[config.mk]
export PLATFORM = sky130hd
export DESIGN_NAME = uart_addr_rx
export DESIGN_NICKNAME = d
export VERILOG_FILES = /design/src/rtl/uart_addr_rx_pkg.sv /design/src/rtl/rx_line_sel.sv /design/src/rtl/rx_frame_fsm.sv /design/src/rtl/rx_fifo.sv /design/src/rtl/uart_addr_rx.sv
export SDC_FILE = /design/constraint.sdc
export NUM_CORES = 1
export LEC_CHECK = 0
export BUFFER_PORTS_ARGS = -buffer_cell sky130_fd_sc_hd__buf_4
export CAP_MARGIN = 30
export CORE_UTILIZATION = 40
export DETAILED_ROUTE_END_ITERATION = 8
export GPL_ROUTABILITY_DRIVEN = 0
export PLACE_DENSITY_LB_ADDON = 0.3
export SLEW_MARGIN = 40
export SYNTH_ARGS = -nofsm -noshare
export SYNTH_HDL_FRONTEND = slang
export SYNTH_SLANG_ARGS = --single-unit
[constraint.sdc]
create_clock -name clk -period 2.48 [get_ports clk]
set_input_delay 0.124 -clock clk [delete_from_list [all_inputs] [get_ports clk]]
set_output_delay 0.124 -clock clk [all_outputs]
set_load 0.05 [all_outputs]
[src/rtl/uart_addr_rx_pkg.sv]
package uart_addr_rx_pkg;

    localparam int WORD_W = 9;

    typedef enum logic [1:0] {
        FMT_8N = 2'b00,
        FMT_8E = 2'b01,
        FMT_8O = 2'b10,
        FMT_9B = 2'b11
    } fmt_e;

    typedef enum logic [2:0] {
        ST_IDLE,
        ST_START,
        ST_DATA,
        ST_PARITY,
        ST_STOP1,
        ST_STOP2
    } rx_state_e;

    typedef struct packed {
        logic              perr;
        logic              ferr;
        logic [WORD_W-1:0] data;
    } rx_word_t;

endpackage

[src/rtl/rx_line_sel.sv]
module rx_line_sel #(
    parameter int SYNC_STAGES = 2
) (
    input  logic clk,
    input  logic rst_n,
    input  logic pin,
    input  logic loop_src,
    input  logic use_loop,
    input  logic invert,
    output logic line
);

    logic raw;
    assign raw = (use_loop ? loop_src : pin) ^ invert;

    generate
        if (SYNC_STAGES <= 1) begin : g_single
            logic stage_q;
            always_ff @(posedge clk or negedge rst_n) begin
                if (!rst_n) stage_q <= 1'b1;
                else        stage_q <= raw;
            end
            assign line = stage_q;
        end else begin : g_chain
            logic [SYNC_STAGES-1:0] chain_q;
            always_ff @(posedge clk or negedge rst_n) begin
                if (!rst_n) chain_q <= '1;
                else        chain_q <= {chain_q[SYNC_STAGES-2:0], raw};
            end
            assign line = chain_q[SYNC_STAGES-1];
        end
    endgenerate

endmodule

[src/rtl/rx_frame_fsm.sv]
module rx_frame_fsm
    import uart_addr_rx_pkg::*;
#(
    parameter int TICKS = 16
) (
    input  logic     clk,
    input  logic     rst_n,
    input  logic     tick,
    input  logic     line,
    input  fmt_e     fmt,
    input  logic     two_stop,
    output logic     frame_valid,
    output rx_word_t frame_word
);

    localparam int CW = $clog2(TICKS);
    localparam int BW = $clog2(WORD_W);
    localparam logic [CW-1:0] MID_START = CW'(TICKS / 2 - 1);
    localparam logic [CW-1:0] BIT_END   = CW'(TICKS - 1);

    rx_state_e         state, nxt;
    logic [CW-1:0]     cnt;
    logic [BW-1:0]     bidx;
    logic [BW-1:0]     last_bit;
    logic [WORD_W-1:0] shreg;
    logic              par_bit;
    logic              has_parity;
    logic              perr_calc;
    logic              bit_done;

    assign last_bit   = (fmt == FMT_9B) ? BW'(WORD_W - 1) : BW'(WORD_W - 2);
    assign has_parity = (fmt == FMT_8E) || (fmt == FMT_8O);
    assign bit_done   = tick && (cnt == BIT_END);

    always_comb begin
        unique case (fmt)
            FMT_8E:  perr_calc = (^shreg[WORD_W-2:0]) ^ par_bit;
            FMT_8O:  perr_calc = ~((^shreg[WORD_W-2:0]) ^ par_bit);
            default: perr_calc = 1'b0;
        endcase
    end

    // next-state logic
    always_comb begin
        nxt = state;
        unique case (state)
            ST_IDLE:   if (tick && !line) nxt = ST_START;
            ST_START:  if (tick && cnt == MID_START) nxt = line ? ST_IDLE : ST_DATA;
            ST_DATA:   if (bit_done && bidx == last_bit) nxt = has_parity ? ST_PARITY : ST_STOP1;
            ST_PARITY: if (bit_done) nxt = ST_STOP1;
            ST_STOP1:  if (bit_done) nxt = two_stop ? ST_STOP2 : ST_IDLE;
            ST_STOP2:  if (bit_done) nxt = ST_IDLE;
            default:   nxt = ST_IDLE;
        endcase
    end

    // state register
    always_ff @(posedge clk or negedge rst_n) begin
        if (!rst_n) state <= ST_IDLE;
        else        state <= nxt;
    end

    // outputs and datapath
    always_ff @(posedge clk or negedge rst_n) begin
        if (!rst_n) begin
            cnt         <= '0;
            bidx        <= '0;
            shreg       <= '0;
            par_bit     <= 1'b0;
            frame_valid <= 1'b0;
            frame_word  <= '0;
        end else begin
            frame_valid <= 1'b0;
            if (tick) begin
                cnt <= (state != nxt || state == ST_IDLE) ? '0 : cnt + 1'b1;
                unique case (state)
                    ST_START: begin
                        bidx  <= '0;
                        shreg <= '0;
                    end
                    ST_DATA: if (cnt == BIT_END) begin
                        shreg[bidx] <= line;
                        bidx        <= bidx + 1'b1;
                    end
                    ST_PARITY: if (cnt == BIT_END) par_bit <= line;
                    ST_STOP1: if (cnt == BIT_END) begin
                        frame_word.data <= shreg;
                        frame_word.perr <= perr_calc;
                        frame_word.ferr <= !line;
                        frame_valid     <= !two_stop;
                    end
                    ST_STOP2: if (cnt == BIT_END) frame_valid <= 1'b1;
                    default: ;
                endcase
            end
        end
    end

    // a start that is high at the mid check falls back to idle
    a_r2_false_start_idle: assert property (@(posedge clk) disable iff (!rst_n)
        (state == ST_START && tick && cnt == MID_START && line) |=> state == ST_IDLE);

    // the bit index never runs past the last data bit while in DATA
    a_r3_bit_index_bound: assert property (@(posedge clk) disable iff (!rst_n)
        (state == ST_DATA) |-> (bidx <= last_bit));

    // a word is handed over only after a stop bit, never mid-frame
    a_r6_valid_after_stop: assert property (@(posedge clk) disable iff (!rst_n)
        frame_valid |-> (state == ST_IDLE || state == ST_START));

    // the parity state is only reachable in the parity layouts
    a_r4_parity_state_fmt: assert property (@(posedge clk) disable iff (!rst_n)
        (state == ST_PARITY && tick) |-> has_parity);

endmodule

[src/rtl/rx_fifo.sv]
module rx_fifo
    import uart_addr_rx_pkg::*;
#(
    parameter int DEPTH = 4
) (
    input  logic              clk,
    input  logic              rst_n,
    input  logic              push,
    input  rx_word_t          din,
    input  logic              pop,
    output rx_word_t          head,
    output logic              empty,
    output logic              full,
    output logic              drop,
    output logic [$clog2(DEPTH):0] level
);

    localparam int AW = $clog2(DEPTH);

    rx_word_t       mem [DEPTH];
    logic [AW-1:0]  wp, rp;
    logic [AW:0]    cnt;
    logic           do_push, do_pop;

    assign full    = (cnt == (AW + 1)'(DEPTH));
    assign empty   = (cnt == '0);
    assign do_push = push && !full;
    assign do_pop  = pop && !empty;
    assign drop    = push && full;
    assign head    = mem[rp];
    assign level   = cnt;

    always_ff @(posedge clk) begin
        if (do_push) mem[wp] <= din;
    end

    always_ff @(posedge clk or negedge rst_n) begin
        if (!rst_n) begin
            wp  <= '0;
            rp  <= '0;
            cnt <= '0;
        end else begin
            if (do_push) wp <= wp + 1'b1;
            if (do_pop)  rp <= rp + 1'b1;
            unique case ({do_push, do_pop})
                2'b10:   cnt <= cnt + 1'b1;
                2'b01:   cnt <= cnt - 1'b1;
                default: ;
            endcase
        end
    end

    // occupancy never exceeds the depth
    a_r7_level_bound: assert property (@(posedge clk) disable iff (!rst_n)
        level <= (AW + 1)'(DEPTH));

    // empty and full never together
    a_r7_empty_full_excl: assert property (@(posedge clk) disable iff (!rst_n)
        !(empty && full));

    // a push into a full queue without a pop leaves it full
    a_r8_full_stays_full: assert property (@(posedge clk) disable iff (!rst_n)
        (full && push && !pop) |=> full);

endmodule

[src/rtl/uart_addr_rx.sv]
module uart_addr_rx
    import uart_addr_rx_pkg::*;
#(
    parameter int TICKS       = 16,
    parameter int DEPTH       = 4,
    parameter int SYNC_STAGES = 2
) (
    input  logic       clk,
    input  logic       rst_n,
    input  logic       baud_tick16,
    input  logic       rx_pin,
    input  logic       tx_loop,
    input  logic       cfg_loopback,
    input  logic       cfg_invert,
    input  logic [1:0] cfg_fmt,
    input  logic       cfg_two_stop,
    input  logic       cfg_addr_mode,
    input  logic       rd_en,
    input  logic       clr_overrun,
    output logic [8:0] rd_data,
    output logic       rd_perr,
    output logic       rd_ferr,
    output logic       rx_empty,
    output logic       rx_full,
    output logic       overrun
);

    localparam int LW = $clog2(DEPTH) + 1;

    fmt_e           fmt;
    logic           line;
    logic           frame_valid;
    rx_word_t       frame_word;
    rx_word_t       head;
    logic           keep;
    logic           push;
    logic           drop;
    logic [LW-1:0]  level;

    assign fmt = fmt_e'(cfg_fmt);

    rx_line_sel #(.SYNC_STAGES(SYNC_STAGES)) u_line (
        .clk      (clk),
        .rst_n    (rst_n),
        .pin      (rx_pin),
        .loop_src (tx_loop),
        .use_loop (cfg_loopback),
        .invert   (cfg_invert),
        .line     (line)
    );

    rx_frame_fsm #(.TICKS(TICKS)) u_fsm (
        .clk         (clk),
        .rst_n       (rst_n),
        .tick        (baud_tick16),
        .line        (line),
        .fmt         (fmt),
        .two_stop    (cfg_two_stop),
        .frame_valid (frame_valid),
        .frame_word  (frame_word)
    );

    assign keep = !(cfg_addr_mode && fmt == FMT_9B && !frame_word.data[WORD_W-1]);
    assign push = frame_valid && keep;

    rx_fifo #(.DEPTH(DEPTH)) u_fifo (
        .clk   (clk),
        .rst_n (rst_n),
        .push  (push),
        .din   (frame_word),
        .pop   (rd_en),
        .head  (head),
        .empty (rx_empty),
        .full  (rx_full),
        .drop  (drop),
        .level (level)
    );

    assign rd_data = head.data;
    assign rd_perr = head.perr;
    assign rd_ferr = head.ferr;

    always_ff @(posedge clk or negedge rst_n) begin
        if (!rst_n)           overrun <= 1'b0;
        else if (drop)        overrun <= 1'b1;
        else if (clr_overrun) overrun <= 1'b0;
    end

    // a filtered address-mode frame leaves the queue level untouched
    a_r9_addr_drop: assert property (@(posedge clk) disable iff (!rst_n)
        (frame_valid && cfg_addr_mode && fmt == FMT_9B && !frame_word.data[WORD_W-1] && !rd_en)
        |=> $stable(level));

    // overrun stays set until cleared
    a_r8_overrun_sticky: assert property (@(posedge clk) disable iff (!rst_n)
        (overrun && !clr_overrun) |=> overrun);

    // a word completing into a full queue raises overrun
    a_r8_overrun_set: assert property (@(posedge clk) disable iff (!rst_n)
        (frame_valid && keep && rx_full) |=> overrun);

endmodule

==> impl_results.md, run 1 <==
* Outcome: completed
* All-Layer GR Usage at 0.1500
* CP Launch Type: flip-flop
* H-tree levels at 3
* Sequential group share of total power at 0.454
* Net Count, Synth at slightly above 300
* Initial antenna violation count at 0
* Worst Hold Class: in2reg
* Hold depth at 3
* Slew margin rel. at 0.5788
* Core Area at between 9000 and 10000 um^2
* Global route overflow at 0
* TritonCTS clock tree: done
* Final WL at 6.726 mm
* Commonest cells after routing, fill and taps aside: edfxtp_1, dfrtp_1, buf_4
* P_int at between 2 and 3 mW
* Mapped Avg Cell Area at 14.05 um^2
* Sink Count at between 80 and 90
* Slew Limit Fails at 0
* Met2 wire len at roughly 3.3 mm
* Setup Crit Path Kind: reg2reg
* Unrepaired setup endpoints after global routing: no
* WL per Instance at between 10 and 15 um
* Seq/Total Area, Yosys at 0.6014
* Initial DRC Count at 81
* Reg2reg path depth at 9
* Lkg Pwr at 1.803 nW
* Achievable Freq at around 480 MHz
* CTS root buf: clkbuf_8
* Num CTS Buffers at 9
* Clock skew at ~0.0063 ns
* Post-layout min period at just over 2 ns
* Initial Utilization at 0.4101
* Peak supply drop at 0.3799 mV
* Synth Warn # at 0
* Switching Share at 0.3525
* Drt drc at 0
* Worst EP required at 2.76 ns
* Post-synth ARST share at 0.4943
* Setup crit end kind: flip-flop
* DPL Wire Length at 4.553 mm
* Synth Instances at around 280
* Met1 wire length at 3.156 mm
* Clk_lat worst skew at roughly 0.35 ns
* Area growth, synth to finish at 14.90%
* Chip Height at 101.9 um
* NetSw at 1.387 mW
* Worst Max-Slew Pin Slew at between 0.6 and 0.7 ns
* Routed Antenna Nets at 0
* IO buf count at 26
* Hold Fails Final Rpt at 0
* Met3 WL at around 220 um
* # resized after CTS at 0
* Via density at approximately 5.0
* Total negative slack at 0 ns
* Commonest non-fill, non-tap cell in the layout: edfxtp_1
* Number of global-route vias before repair at roughly 2400
* Vias at about 2300
* # rows at 36
* Setup violations, final at 0
* Layout Nets at 346
* 1st-pass router iterations at 4
* Top-level port count at 27
* Clock group share of total power at 0.264
* Mapped Area at roughly 4000 um^2
* Synth Register Bits at 87
* Fin crit share at 0.8386
* Library cells used by synthesis at 52
* Final WS setup at ~0.4 ns
* Worst-path maximum fanout at 8
* ANT cells at 0
* Uppermost layer routed: met4
* First-pass GRT wire length at approximately 12 mm
* Clk buf depth at 2
* PwrDens at 858.2 nW/um^2
* Placement Setup Slack at 0.3362 ns
* Most common flop cell mapped by yosys: edfxtp_1
* Die Span X at between 100 and 150 um
* Largest net degree at the start of global routing at 44
* Critical Path AT at 2.36 ns
* Number of flops mapped to enable cells by yosys at 44
* Clock transition at the registers of the reported paths at 0.09 ns
* Combinational share of power at 0.282
* Max-Cap Viols at 0
* Share of post-route cells with drive strength above 1 at 0.2284
* DIE AREA at between 10000 and 15000 um^2
final timing paths:
kind                            slack [ns]                                 from                                  end
max in group asynchronous             1.79                                rst_n      u_fsm.frame_word[2]$_DFFE_PN0P_
worst min register to register        0.36  u_line.g_chain.chain_q[0]$_DFF_PN1_  u_line.g_chain.chain_q[1]$_DFF_PN1_
min in group asynchronous             0.29                                rst_n             u_fsm.cnt[0]$_DFFE_PN0P_
worst min-delay path                  0.04                               rx_pin  u_line.g_chain.chain_q[0]$_DFF_PN1_
worst max register to register        0.40      u_fsm.frame_word[8]$_DFFE_PN0P_          u_fifo.level[2]$_DFFE_PN0P_
worst max-delay path                  0.40      u_fsm.frame_word[8]$_DFFE_PN0P_          u_fifo.level[2]$_DFFE_PN0P_
sequential cells by signal, summed over array words and instances (netlist names):
signal,cells
overrun,1
u_fifo.level,3
u_fifo.mem,44
u_fifo.rp,2
u_fifo.wp,2
u_fsm.bidx,4
u_fsm.cnt,4
u_fsm.frame_valid,1
u_fsm.frame_word,11
u_fsm.par_bit,1
u_fsm.shreg,9
u_fsm.state,3
u_line.g_chain.chain_q,2
cell type report:
type | count | area [um^2]
repair buffers | 36 | 277.8
fillers | 886 | 5145
multi-input cells | 171 | 1478
clock buffers | 9 | 123.9
flip-flops and latches | 87 | 2400
clock inverters | 7 | 86.33
inverters | 14 | 52.55
well taps | 133 | 166.4
synthesized netlist by cell type, types with 5 or more instances:
cell type / count / share of area
o21ai_1: 6 / 0.0075
nor2_1: 12 / 0.011
nand2_1: 20 / 0.019
xor2_1: 5 / 0.011
nor3_1: 9 / 0.011
nor2b_1: 5 / 0.0078
mux4_2: 11 / 0.062
dfrtp_1: 41 / 0.26
edfxtp_1: 44 / 0.33
mux2_1: 10 / 0.028
mux2i_1: 11 / 0.028
ha_1: 13 / 0.041
xnor2_1: 10 / 0.022
nand3_1: 9 / 0.011
o21ai_0: 5 / 0.0063
inv_1: 14 / 0.013
worst max-delay path, stage by stage (launching register included):
cell	delay, ns
dfrtp_1	0.45
o21ai_0	0.26
nor2_1	0.17
inv_1	0.09
ha_1	0.18
inv_1	0.06
fa_1	0.37
xor2_1	0.15
nor2_1	0.11
xor2_1	0.17
power by group through the flow:
| stage | clock network (mW) | logic, mW | registers [mW] |
|---|---|---|---|
| after floorplan | 0 | 0.933 | 1.72 |
| after global placement | 0 | 1.11 | 1.81 |
| after detailed placement | 0 | 1.12 | 1.82 |
| after CTS | 1.08 | 1.13 | 1.79 |
| after global routing | 1.13 | 1.22 | 1.81 |
| final | 1.04 | 1.11 | 1.79 |
routing by layer:
layer,GRT usage,up-vias
li1,-,1111
met2,0.2516,42
met5,0,-
met1,0.1878,1139
met4,0.05824,0
met3,0.03762,5
through the flow:
| step | cell area [um^2] | std cells | power [mW] | hold WS, ns | utilization |
|---|---|---|---|---|---|
| finish | 4584 | 457 | 3.934 | 0.03617 | 0.4712 |
| global route | 4584 | 457 | 4.164 | 0.02674 | 0.4712 |
| CTS | 4584 | 457 | 3.997 | 0.01714 | 0.4712 |
| floorplan | 3995 | 284 | 2.649 | -0.1716 | - |
| detailed placement | 4344 | 438 | 2.944 | 0.1579 | 0.4465 |
| global placement | 4344 | 438 | 2.920 | 0.1565 | 0.4465 |
cells by family after synthesis:
logic type | count (synthesis) | share of synthesized area
buf+inv | 26 | 0.02948
simple gates | 80 | 0.1091
flops | 87 | 0.6014
compound gates | 28 | 0.05205
fa+ha+maj | 14 | 0.04578
mux | 33 | 0.1236
xor+xnor | 16 | 0.03857
what timing repair did:
item | in CTS | in global routing
endpoints found under the hold margin | 43 | 0
setup buffers | 0 | 0
hold buffers | 3 | 0
(Power assumes the default switching activity.)
==> run 2: changes to the inputs <==
Clock period 2.48 ns to 2.12 ns, I/O delays scaled along.
==> run 2 against run 1 <==
  * Sequential share of layout area is 0.83 points lower
  * Non-clock buffer count is 9 higher
  * First-iteration DRC count up 22%
  * Die area unchanged
  * Sequential power rose by 16%
  * Critical path depth is 2 higher
  * Via count rose by 2.2%
  * Routed wire length up 4.8%
  * Count of clock-buffer cells in the layout unchanged
  * Maximum frequency increased by 6.4%
  * Clock skew increased by 0.0039 ns
  * Critical endpoint unchanged
  * Largest power group unchanged
  * Highest routed layer unchanged
==> impl_results.md, run 2 (synthesis gave the netlist of run 1 again) <==
* Worst Max-Slew Pin Slew at 0.6135 ns (-0.01347 ns)
* Critical Path AT at 2.25 ns (-0.11 ns)
* CP peak stage delay at 0.43 ns (-0.02 ns)
* Worst Hold Class: in2reg
* Reg2reg path depth at 11 (+2)
* Largest net degree at the start of global routing at 44 (unchanged)
* Sink Count at 87 (unchanged)
* Outcome: completed
* Vias at 2348 (+2.2%)
* Clock skew at 0.01018 ns (+0.003910 ns)
* Largest Register: u_fifo.mem
* Fill cells at 905 (+2.1%)
* Setup crit end kind: flip-flop
* Num CTS Buffers at 9 (unchanged)
* IO buf count at 26 (unchanged)
* Commonest cells after routing, fill and taps aside: edfxtp_1, buf_4, dfrtp_1
* Slowest CP cell: dfrtp_1
* Die Span X at 101.9 um (unchanged)
* Worst r2r src: u_fifo.level[1]$_DFFE_PN0P_
* WL per Instance at 15.13 um (+2.8%)
* Drt drc at 0 (unchanged)
* Total negative slack at 0 ns (unchanged)
* Peak supply drop at 0.5853 mV (+54%)
* Top delay family on crit path: adder cells
* Routed Antenna Nets at 0 (unchanged)
* R2R setup slack at 0.16 ns (-0.24 ns)
* Commonest non-fill, non-tap cell in the layout: edfxtp_1
* TritonCTS clock tree: done
* Worst EP required at 2.41 ns (-0.35 ns)
* Crit path buf inv count at 3 (+1)
* Share of post-route cells with drive strength above 1 at 0.2523 (+0.02386)
* Setup violations, final at 0 (unchanged)
* Final WL at 7.049 mm (+4.8%)
* Hold depth at 2 (-1)
* Initial Utilization at 0.4101 (unchanged)
* Top-level port count at 27 (unchanged)
* M1 GR Usage at 0.2147 (+0.02693)
* Achievable Freq at 511.5 MHz (+6.4%)
* Initial DRC Count at 99 (+22%)
* Initial antenna violation count at 0 (unchanged)
* H-tree levels at 3 (unchanged)
* Worst R2R End: u_fifo.level[2]$_DFFE_PN0P_
* DIE AREA at 10380 um^2 (unchanged)
* Slew margin rel. at 0.5910 (+0.01220)
* # rows at 36 (unchanged)
* Critical-path cell list: nor2_1 -> nand2_1 -> clkinvlp_4 -> nor2_2 -> inv_1 -> ha_1 -> inv_1 -> fa_1 -> xor2_1 -> nor2_1 -> xor2_1
* Hold Fails Final Rpt at 0 (unchanged)
* 1st-pass router iterations at 4 (unchanged)
* Chip Height at 101.9 um (unchanged)
* WHS Endpoint: u_fsm.cnt[3]$_DFFE_PN0P_
* Slew Limit Fails at 0 (unchanged)
* Hold Startpoint: baud_tick16
* First-pass GRT wire length at 11.87 mm (+3.2%)
* Core Area at 9729 um^2 (unchanged)
* Post-CTS Setup Bufs at 0 (unchanged)
* ANT cells at 0 (unchanged)
* GR Util met2 at 0.2328 (-0.01871)
* DPL Wire Length at 4.856 mm (+6.6%)
* Worst-path maximum fanout at 4 (-4)
* Most used routing layer: met2
* Global route overflow at 0 (unchanged)
* Clk_lat worst skew at 0.36 ns (about the same)
* PwrDens at 998.8 nW/um^2 (+16%)
* Clock transition at the registers of the reported paths at 0.09 ns (about the same)
* Setup Crit Path Kind: reg2reg
* Lkg Pwr at 1.841 nW (+2.1%)
* Clk buf depth at 2 (unchanged)
* Met3 usage at 0.03967 (+0.002052)
* Unrepaired setup endpoints after global routing: no
* Post-layout min period at 1.955 ns (-0.1246 ns)
* Largest register FFs at 44 (unchanged)
* All-Layer GR Usage at 0.1541 (+0.004087)
* Area growth, synth to finish at 16.75%
* Top flop regs: u_fifo.mem: 44 flops, u_fsm.frame_word: 11 flops, u_fsm.shreg: 9 flops
* Layout Nets at 355 (+2.6%)
* Via density at 5.039 (+0.25%)
* Fin crit share at 0.9222 (+0.08364)
* Number of global-route vias before repair at 2347 (-0.64%)
* CTS root buf: clkbuf_8
* Max-Cap Viols at 0 (unchanged)
* CP Launch Type: flip-flop
* Hold slack at 0.02458 ns (-0.01160 ns)
run 2: area by class of cell:
type,instances,area [um^2],share of cell area
tap,133,166.4,0.03572
inverter,14,56.30,0.01209
sequential,87,2400,0.5152
multi-input combinational,171,1486,0.3191
clock buffer,9,123.9,0.02659
clock inverter,7,80.08,0.01719
timing repair buffer,45,345.3,0.07413
run 2: worst max-delay path by stage:
stage	end	depth (start not counted)	slack, ns	startpoint
after floorplan	u_fifo.level[1]$_DFFE_PN0P_	9	0.05	u_fifo.level[0]$_DFFE_PN0P_
after global placement	u_fifo.level[2]$_DFFE_PN0P_	12	0.23	cfg_fmt[0]
after detailed placement	u_fifo.level[2]$_DFFE_PN0P_	12	0.14	cfg_fmt[0]
after CTS	u_fifo.level[2]$_DFFE_PN0P_	11	0.14	u_fifo.level[1]$_DFFE_PN0P_
after global routing	u_fifo.level[2]$_DFFE_PN0P_	11	0.0003	u_fifo.level[0]$_DFFE_PN0P_
final	u_fifo.level[2]$_DFFE_PN0P_	11	0.16	u_fifo.level[1]$_DFFE_PN0P_
run 2: repair_timing:
item | CTS | global route
hold endpoints to repair | 43 | 0
resized for setup | 0 | 0
hold buffers | 3 | 0
run 2: worst register-to-register path: stages, from the launching register on:
cell and delay [ns]:
dfrtp_1 0.43, nor2_1 0.11, nand2_1 0.10, clkinvlp_4 0.10, nor2_2 0.04, inv_1 0.07
ha_1 0.17, inv_1 0.06, fa_1 0.39, xor2_1 0.16, nor2_1 0.11, xor2_1 0.14
run 2: per-stage QoR:
| stage | power, mW | cells | setup WS [ns] | cell area [um^2] | util |
|---|---|---|---|---|---|
| 2_1_floorplan | 3.122 | 284 | 0.05065 | 4008 | - |
| 3_3_place_gp | 3.487 | 447 | 0.2296 | 4424 | 0.4547 |
| 3_5_place_dp | 3.511 | 447 | 0.1375 | 4424 | 0.4547 |
| 4_1_cts | 4.718 | 466 | 0.1425 | 4658 | 0.4788 |
| 5_1_grt | 4.905 | 466 | 0.0002507 | 4658 | 0.4788 |
| 6_report | 4.653 | 466 | 0.1649 | 4658 | 0.4788 |
run 2: layer usage:
| layer | wire (um) | share of wire |
|---|---|---|
| met5 | 0 | 0 |
| met2 | 3200 | 0.45 |
| met4 | 107 | 0.015 |
| met1 | 3498 | 0.50 |
| met3 | 243 | 0.034 |
run 2: power breakdown:
| group | internal (mW) | switching [mW] | leakage (nW) |
|---|---|---|---|
| logic | 0.571 | 0.816 | 0.824 |
| clock network | 0.561 | 0.625 | 0.104 |
| registers | 1.87 | 0.207 | 0.913 |
| total | 3.00 | 1.65 | 1.84 |
